File: src/rtl/wdt_pkg.sv
`timescale 1ns/1ps
package wdt_pkg;

  typedef enum logic [1:0] {
    WDT_ACT_NONE  = 2'd0,
    WDT_ACT_RESET = 2'd1,
    WDT_ACT_WAKE  = 2'd2
  } wdt_act_e;

  // Choose what an expiry does, given the synchronised sleep state.
  function automatic wdt_act_e pick_action(input logic expire, input logic asleep);
    if (!expire)     return WDT_ACT_NONE;
    else if (asleep) return WDT_ACT_WAKE;
    else             return WDT_ACT_RESET;
  endfunction

endpackage

File: src/rtl/wdt_sync.sv
`timescale 1ns/1ps
// Multi-flop synchroniser. With EDGE set, the output is a one-cycle
// pulse on each rising edge of the synchronised input.
module wdt_sync #(
  parameter int STAGES = 2,
  parameter bit EDGE   = 1'b0
) (
  input  logic clk,
  input  logic rst_n,
  input  logic d,
  output logic q
);
  logic [STAGES-1:0] chain;

  always_ff @(posedge clk or negedge rst_n) begin
    if (!rst_n) chain <= '0;
    else        chain <= {chain[STAGES-2:0], d};
  end

  generate
    if (EDGE) begin : g_edge
      logic last;
      always_ff @(posedge clk or negedge rst_n) begin
        if (!rst_n) last <= 1'b0;
        else        last <= chain[STAGES-1];
      end
      assign q = chain[STAGES-1] & ~last;
    end else begin : g_level
      assign q = chain[STAGES-1];
    end
  endgenerate
endmodule

File: src/rtl/wdt_base_counter.sv
`timescale 1ns/1ps
// Base divider: raises tick on the cycle it wraps from BASE_TC-1 to zero.
module wdt_base_counter #(
  parameter int BASE_TC = 576
) (
  input  logic clk,
  input  logic rst_n,
  input  logic en,
  input  logic wipe,
  output logic tick
);
  localparam int CNT_W = (BASE_TC > 2) ? $clog2(BASE_TC) : 1;
  localparam logic [CNT_W-1:0] LAST = CNT_W'(BASE_TC - 1);

  logic [CNT_W-1:0] cnt;
  logic             at_last;

  assign at_last = (cnt == LAST);
  assign tick    = en & ~wipe & at_last;

  always_ff @(posedge clk or negedge rst_n) begin
    if (!rst_n)              cnt <= '0;
    else if (!en || wipe)    cnt <= '0;
    else if (at_last)        cnt <= '0;
    else                     cnt <= cnt + 1'b1;
  end
endmodule

File: src/rtl/wdt_postscaler.sv
`timescale 1ns/1ps
// Power-of-two postscaler counting base ticks. Expiry uses a
// greater-or-equal compare so a lowered ratio never wraps the count.
module wdt_postscaler #(
  parameter int RATIO_W = 3
) (
  input  logic               clk,
  input  logic               rst_n,
  input  logic               en,
  input  logic               wipe,
  input  logic               assigned,
  input  logic [RATIO_W-1:0] ratio,
  input  logic               tick,
  output logic               expire
);
  localparam int PS_W = (1 << RATIO_W) - 1;

  logic [PS_W-1:0] ps_cnt;
  logic [PS_W:0]   span;
  logic [PS_W-1:0] limit;
  logic            reached;

  always_comb begin
    span  = (PS_W+1)'(1) << (assigned ? ratio : '0);
    limit = PS_W'(span - 1'b1);
  end

  assign reached = (ps_cnt >= limit);
  assign expire  = tick & reached;

  always_ff @(posedge clk or negedge rst_n) begin
    if (!rst_n)            ps_cnt <= '0;
    else if (!en || wipe)  ps_cnt <= '0;
    else if (tick) begin
      if (reached) ps_cnt <= '0;
      else         ps_cnt <= ps_cnt + 1'b1;
    end
  end
endmodule

File: src/rtl/wdt_core.sv
`timescale 1ns/1ps
module wdt_core #(
  parameter int BASE_TC     = 576,
  parameter int RATIO_W     = 3,
  parameter int SYNC_STAGES = 2
) (
  input  logic               wdt_clk,
  input  logic               rst_n,
  input  logic               cfg_enable,
  input  logic               clr_req,
  input  logic               sleep_req,
  input  logic               in_sleep,
  input  logic               ps_to_wdt,
  input  logic [RATIO_W-1:0] ps_ratio,
  output logic               reset_pulse,
  output logic               wake_pulse,
  output logic               timeout_n
);
  import wdt_pkg::*;

  logic clr_evt, sleep_evt, asleep, wipe;
  logic tick, expire;
  wdt_act_e act_q;
  logic flag_q;

  wdt_sync #(.STAGES(SYNC_STAGES), .EDGE(1'b1)) u_clr_sync (
    .clk(wdt_clk), .rst_n(rst_n), .d(clr_req), .q(clr_evt));

  wdt_sync #(.STAGES(SYNC_STAGES), .EDGE(1'b1)) u_sleep_req_sync (
    .clk(wdt_clk), .rst_n(rst_n), .d(sleep_req), .q(sleep_evt));

  wdt_sync #(.STAGES(SYNC_STAGES), .EDGE(1'b0)) u_sleep_lvl_sync (
    .clk(wdt_clk), .rst_n(rst_n), .d(in_sleep), .q(asleep));

  assign wipe = clr_evt | sleep_evt;

  wdt_base_counter #(.BASE_TC(BASE_TC)) u_base (
    .clk(wdt_clk), .rst_n(rst_n), .en(cfg_enable), .wipe(wipe), .tick(tick));

  wdt_postscaler #(.RATIO_W(RATIO_W)) u_post (
    .clk(wdt_clk), .rst_n(rst_n), .en(cfg_enable), .wipe(wipe),
    .assigned(ps_to_wdt), .ratio(ps_ratio), .tick(tick), .expire(expire));

  always_ff @(posedge wdt_clk or negedge rst_n) begin
    if (!rst_n) begin
      act_q  <= WDT_ACT_NONE;
      flag_q <= 1'b1;
    end else begin
      act_q <= pick_action(expire, asleep);
      if (wipe)        flag_q <= 1'b1;
      else if (expire) flag_q <= 1'b0;
    end
  end

  assign reset_pulse = (act_q == WDT_ACT_RESET);
  assign wake_pulse  = (act_q == WDT_ACT_WAKE);
  assign timeout_n   = flag_q;
endmodule

File: config.mk
export PLATFORM = sky130hd
export DESIGN_NAME = wdt_core
export DESIGN_NICKNAME = d
export VERILOG_FILES = /design/src/rtl/wdt_pkg.sv /design/src/rtl/wdt_sync.sv /design/src/rtl/wdt_base_counter.sv /design/src/rtl/wdt_postscaler.sv /design/src/rtl/wdt_core.sv
export SDC_FILE = /design/constraint.sdc
export NUM_CORES = 1
export LEC_CHECK = 0
export BUFFER_PORTS_ARGS = -buffer_cell sky130_fd_sc_hd__buf_2
export CAP_MARGIN = 30
export CORE_MARGIN = 2
export CORE_UTILIZATION = 55
export CTS_CLUSTER_DIAMETER = 120
export DETAILED_ROUTE_END_ITERATION = 7
export GPL_TIMING_DRIVEN = 0
export PLACE_DENSITY = 0.74
export SYNTH_ARGS = -nofsm -noshare
export SYNTH_HDL_FRONTEND = slang
export SYNTH_HIERARCHICAL = 1
export SYNTH_SLANG_ARGS = --single-unit
File: constraint.sdc
create_clock -name wdt_clk -period 3.1 [get_ports wdt_clk]
set_clock_uncertainty 0.1 [all_clocks]
set_input_delay 0.31 -clock wdt_clk [delete_from_list [all_inputs] [get_ports wdt_clk]]
set_output_delay 0.31 -clock wdt_clk [all_outputs]
set_load 0.01 [all_outputs]
## After elaboration in Yosys (flattened, before gate mapping)

Cells that the tools add are included.

- Output and inout bits: 3
- Bits of input ports: 10
- Bits in registers: 28
- Word-level logic and storage cells: 40

- Magnitude comparators: 1
- Eq/ne operators: 3
- Shift operators: 1
- Bitwise logic cells: 9
- Muxes and demuxes: 10
- Reductions and logical operators: 4
- Add/sub/neg operators: 3

Operators by type and width:

| kind | number |
|---|---|
| 7-bit two-way mux | 3 |
| 10-bit two-way mux | 2 |
| 10-bit by 1-bit adder with 10-bit output, second input constant | 1 |
| 10-bit equality test, second input constant | 1 |
| 7-bit by 1-bit adder with 7-bit output, second input constant | 1 |
| 7-bit greater-or-equal comparator | 1 |
| 1-bit by 3-bit left shift with 7-bit output, first input constant | 1 |
| 7-bit by 1-bit subtractor with 7-bit output, second input constant | 1 |
| 1-bit AND | 5 |
| 2-bit two-way mux | 2 |
| 2-bit nonzero test | 2 |
| 3-bit two-way mux | 1 |
| 1-bit NOT | 3 |
| 2-bit by 1-bit equality test with 1-bit output, second input constant | 1 |
| 2-bit equality test, second input constant | 1 |
| 1-bit two-way mux | 2 |
| 1-bit logical NOT | 1 |
| 1-bit logical OR | 1 |
| 1-bit bitwise OR | 1 |

## Depth between registers and ports, before layout

- Word-level depth: 9
- Depth in mapped cells: 14
- Gate-level depth less buffers: 13

## Modules after synthesis

Netlist, hierarchy kept.

By module, submodules not included:

| module | area an instance (um^2) | sequential area each (um^2) | instances | cells an instance |
|---|---|---|---|---|
| wdt_postscaler | 629.4 | 175.2 | 1 | 69 |
| wdt_base_counter | 533.0 | 250.2 | 1 | 52 |
| wdt_sync (u_clr_sync ...) | 88.8 | 75.1 | 2 | 4 |
| wdt_core | 118.9 | 76.3 | 1 | 10 |
| wdt_sync (u_sleep_lvl_sync) | 50.0 | 50.0 | 1 | 2 |

## Least setup slack after synthesis

No wires, ideal clock.

- Path kind: input to register
- From: input ps_ratio[2]
- To: register flag_q (netlist: timeout_n)
- Cell stages on the path: 11
- Required time: 2.923 ns
- Setup slack: 0.419 ns
- Arrival: 2.504 ns
- Path buffers: 1
- Library setup time: 0.077 ns
- Path through: clkbuf_1 o31a_1 ha_1 o21ai_0 a32oi_1 ha_1 nand4_1 o31ai_2 and2_2 inv_1 a21o_1

- Word-level cells in the longest chain between the ends: 6

Ends and longest elaborated chain:

| what | RTL line | source |
|---|---|---|
| start: declaration | wdt_core.sv:14 | `input logic [RATIO_W-1:0] ps_ratio,` |
| 3-bit two-way mux | wdt_postscaler.sv:24 | `span = (PS_W+1)'(1) << (assigned ? ratio : '0);` |
| 1-bit by 3-bit left shift with 7-bit output | wdt_postscaler.sv:24 |  |
| 7-bit by 1-bit subtractor with 7-bit output | wdt_postscaler.sv:25 | `limit = PS_W'(span - 1'b1);` |
| 7-bit greater-or-equal comparator | wdt_postscaler.sv:28 | `assign reached = (ps_cnt >= limit);` |
| 1-bit AND | wdt_postscaler.sv:29 | `assign expire = tick & reached;` |
| net expire | wdt_core.sv:22 | `logic tick, expire;` |
| 2-bit nonzero test (no source line) | -- |  |
| end signal: assignment | wdt_core.sv:47 | `flag_q <= 1'b1;` |
| end signal: assignment | wdt_core.sv:50 | `if (wipe) flag_q <= 1'b1;` |
| end signal: assignment | wdt_core.sv:51 | `else if (expire) flag_q <= 1'b0;` |
| end: declaration | wdt_core.sv:24 | `logic flag_q;` |

The timed path passes the listed nets, and every way through them passes these cells.
A chain may end at the register's enable or synchronous reset.

## Worst setup path in the final report

Ends and elaborated chain as after synthesis.

==> results.cfg <==
[route]
via_per_inst = 5.73
firstDrtPassIters = 4
wl_per_cell_um = 13.8
num_vias = 1089
ant_nets = 0
drc = 0
routed_wl_um = 2620
drtIter0Drc = 33

[min_path]
hold_path_depth = 3
holdCritStartpoint = cfg_enable
holdPathEnd = u_base/cnt[8]$_DFF_PN0_
hold_class = input pin to flip-flop

[setup_path]
cp-start-kind = input pin
slowest_stage = o31ai_2
r2r-end = timeout_n$_DFFE_PN1P_
r2r_slack_ns = 0.58
path_cells = clkbuf_1 > o31a_1 > ha_1 > o21ai_0 > a32oi_1 > ha_1 > nand4_1 > o31ai_2 > and2_2 > inv_1 > a21o_1
slowest_delay_ns = 0.55
cp-end-kind = flip-flop
cp_max_fo = 8
critPathArrivalTime_ns = 2.81
reg2reg_depth = 8
rr_startpoint = u_sleep_req_sync/chain[1]$_DFF_PN0_
critPathKind = input pin to flip-flop
cp_common_cell = ha_1
worstPathRequired_ns = 3.29

[synth]
synth_area_leaders = dfrtp_1 (45%), ha_1 (8.3%), xnor2_1 (4.1%), nand3_1 (3.3%), a211oi_1 (3.0%)
synthCells = 141
ys_seq_elements = 28
synth_top_area_cell = dfrtp_1
yosysSeqAreaShare_pct = 46.5
yosys_warnings = 6
syn_avg_cell_area_um2 = 10.7
synth_cell_types = 42
syn_area_um2 = 1510
yosysTopAreaCellShare_pct = 44.8
syn_nets = 161

[timing]
setup_viol = 0
clock.fmax_ghz = 0.383
fin_setup_tns_ns = 0
slew_headroom_pct = 58.2
worst_slew_pin_slew_ns = 0.627
layout_min_cycle_time_ns = 2.61
rsz0062_at_grt = no
post-route-period-util_pct = 84.2
hold_viol = 0
slew_violations = 0

[power]
p_sw_share_pct = 22.1
clock_power_share_pct = 35.4
power_frac_comb_pct = 9.1
internal-power_uw = 530
pwr-share-seq_pct = 55.5
vdd_drop_max_mv = 0.406
power_density_nw_per_um2 = 402
p_sw_uw = 150
power.leakage_nw = 0.712

[cts]
cts_made_buffers = 3
cts_sinks = 28
cts_resized = 0
clkSlewWorstSetupHoldPaths_ns = 0.15
clkLatencyLatePin_ns = 0.34
htreeDepth = 1
cts_tree = yes
clockBufferDepth = 2
post_cts_buffers = 0
root_buffer = clkbuf_4

[floorplanning]
die_area_um2 = 3180
core-area_um2 = 2540
die_x_um = 56.4
fp.dieH_um = 56.4
num_rows = 18
boundaryPins = 13
start_util_pct = 59.3

[grt]
track_usage_pct = 18.7
grt-ovfl-total = 0
grt_pass1_wl_um = 4680
antenna_found_initial = 0
grt_max_degree = 29
grt_pass1_vias = 1024

[place]
place_area_um2 = 1600
place_hpwl_um = 1860
portBuffers = 11
gp_congestion = 0.791

[final_layout]
drive_gt1_share_pct = 18.1
fin_nets = 181
final_area_um2 = 1690
antenna_cells = 0
syn2layout_area_growth_pct = 12.3

[job]
drv_cap = 0

[run_status]
outcome = completed
cell usage in the layout (no fill, tap or decap), types with 2 or more instances in the layout:
cell type       n
o31ai_1         2
nand2_1         8
nor3_1          2
nor2b_4         2
and2_1          2
nand4_1         2
ha_1           10
nand2b_1        5
dfrtp_1        27
clkbuf_1        2
clkbuf_4        3
buf_2          11
a21oi_1         5
nor2b_1         5
dlygate4sd3_1   4
o21ai_0         5
nand3_1        10
or4_1           2
xnor2_1         7
xor2_1          2
inv_1           4
nor2_1         10
a211oi_1        6
or3_2           2
metrics by stage:
stage                     std cells  total power [mW]  utilization (%)  setup slack, ns  hold slack [ns]
final                           190             0.680             66.6            0.488            0.236
after CTS                       190             0.688             66.6            0.516            0.231
after floorplan                 141             0.420                -            0.419          -0.0856
after global routing            190             0.709             66.6            0.278            0.251
after global placement          182             0.441             62.9            0.158            0.232
after detailed placement        182             0.443             62.9            0.130            0.235
worst max-delay path, delay by kind of cell:
kind	cells	cell delay [ns]
fa+ha+maj	2	0.56
compound gates	5	1.37
buf+inv	2	0.20
simple gates	2	0.37
how the worst max path moves through the flow:
stage | end | start | cells past startpoint
after detailed placement | timeout_n$_DFFE_PN1P_ | ps_ratio[2] | 11
after global routing | timeout_n$_DFFE_PN1P_ | ps_ratio[2] | 11
final | timeout_n$_DFFE_PN1P_ | ps_ratio[2] | 11
after CTS | timeout_n$_DFFE_PN1P_ | ps_ratio[2] | 11
after global placement | timeout_n$_DFFE_PN1P_ | ps_ratio[2] | 11
after floorplan | timeout_n$_DFFE_PN1P_ | ps_ratio[2] | 11
power groups by stage:
stage | sequential [mW] | combinational (mW) | clock [mW]
after floorplan | 0.383 | 0.0364 | 0
after global placement | 0.384 | 0.0568 | 0
after detailed placement | 0.385 | 0.0588 | 0
after CTS | 0.378 | 0.0626 | 0.248
after global routing | 0.379 | 0.0711 | 0.259
final | 0.378 | 0.0620 | 0.241
Yosys cell counts (all sizes together):
cell type  instances
nor3b              2
dfstp              1
o21ai              5
nand3             11
o21a               1
o32ai              1
or4                2
nand2b             5
ha                10
xor2               2
xnor2              7
clkbuf             2
nand4              2
nor2b              7
or3                2
o31ai              3
o211ai             1
nor3               2
and2               3
a211oi             6
inv                4
nor4               1
nor2              10
a211o              1
or2                1
a21oi              6
nand4b             1
o41ai              1
or3b               1
dfrtp             27
o31a               1
and3               1
nand2              8
o22ai              1
a32oi              1
a21o               1
layer usage:
layer | track usage (%) | vias up | routed length [µm]
li1 | - | 550 | -
met4 | 7.14 | 0 | 47
met3 | 2.07 | 5 | 60
met5 | 0 | - | 0
met2 | 30.1 | 14 | 1280
met1 | 25.9 | 520 | 1230
what timing repair did:
action	CTS	global route
hold buffers	4	0
endpoints found under the setup margin	0	0
endpoints found under the hold margin	30	0
sequential cells by signal, summed over array words and instances (netlist names):
register	flops
u_base/cnt	10
u_post/ps_cnt	7
act_q	2
u_clr_sync/chain	2
u_sleep_lvl_sync/chain	2
u_sleep_req_sync/chain	2
timeout_n	1
u_clr_sync/g_edge.last	1
u_sleep_req_sync/g_edge.last	1
cells by family (layout without fill, tap and decap cells):
logic type	after synthesis	count (layout)	synth area share [%]
buffers and inverters	6	25	1.49
XOR/XNOR	9	9	5.22
adder cells (fa/ha/maj)	10	10	8.29
flip-flops	28	28	46.5
AND/OR/NAND/NOR	59	59	23.7
AO/OA/AOI/OAI	29	29	14.8
layout make-up:
class / count / area, µm²
Timing Repair Buffer: 15 / 95.1
Sequential cell: 28 / 702
Tap cell: 30 / 37.5
Multi-Input combinational cell: 107 / 785
Fill cell: 211 / 851
Clock inverter: 1 / 30.0
Clock buffer: 3 / 22.5
Buffer: 2 / 7.51
Inverter: 4 / 15.0
No activity file was read; power rests on OpenSTA's default activity.
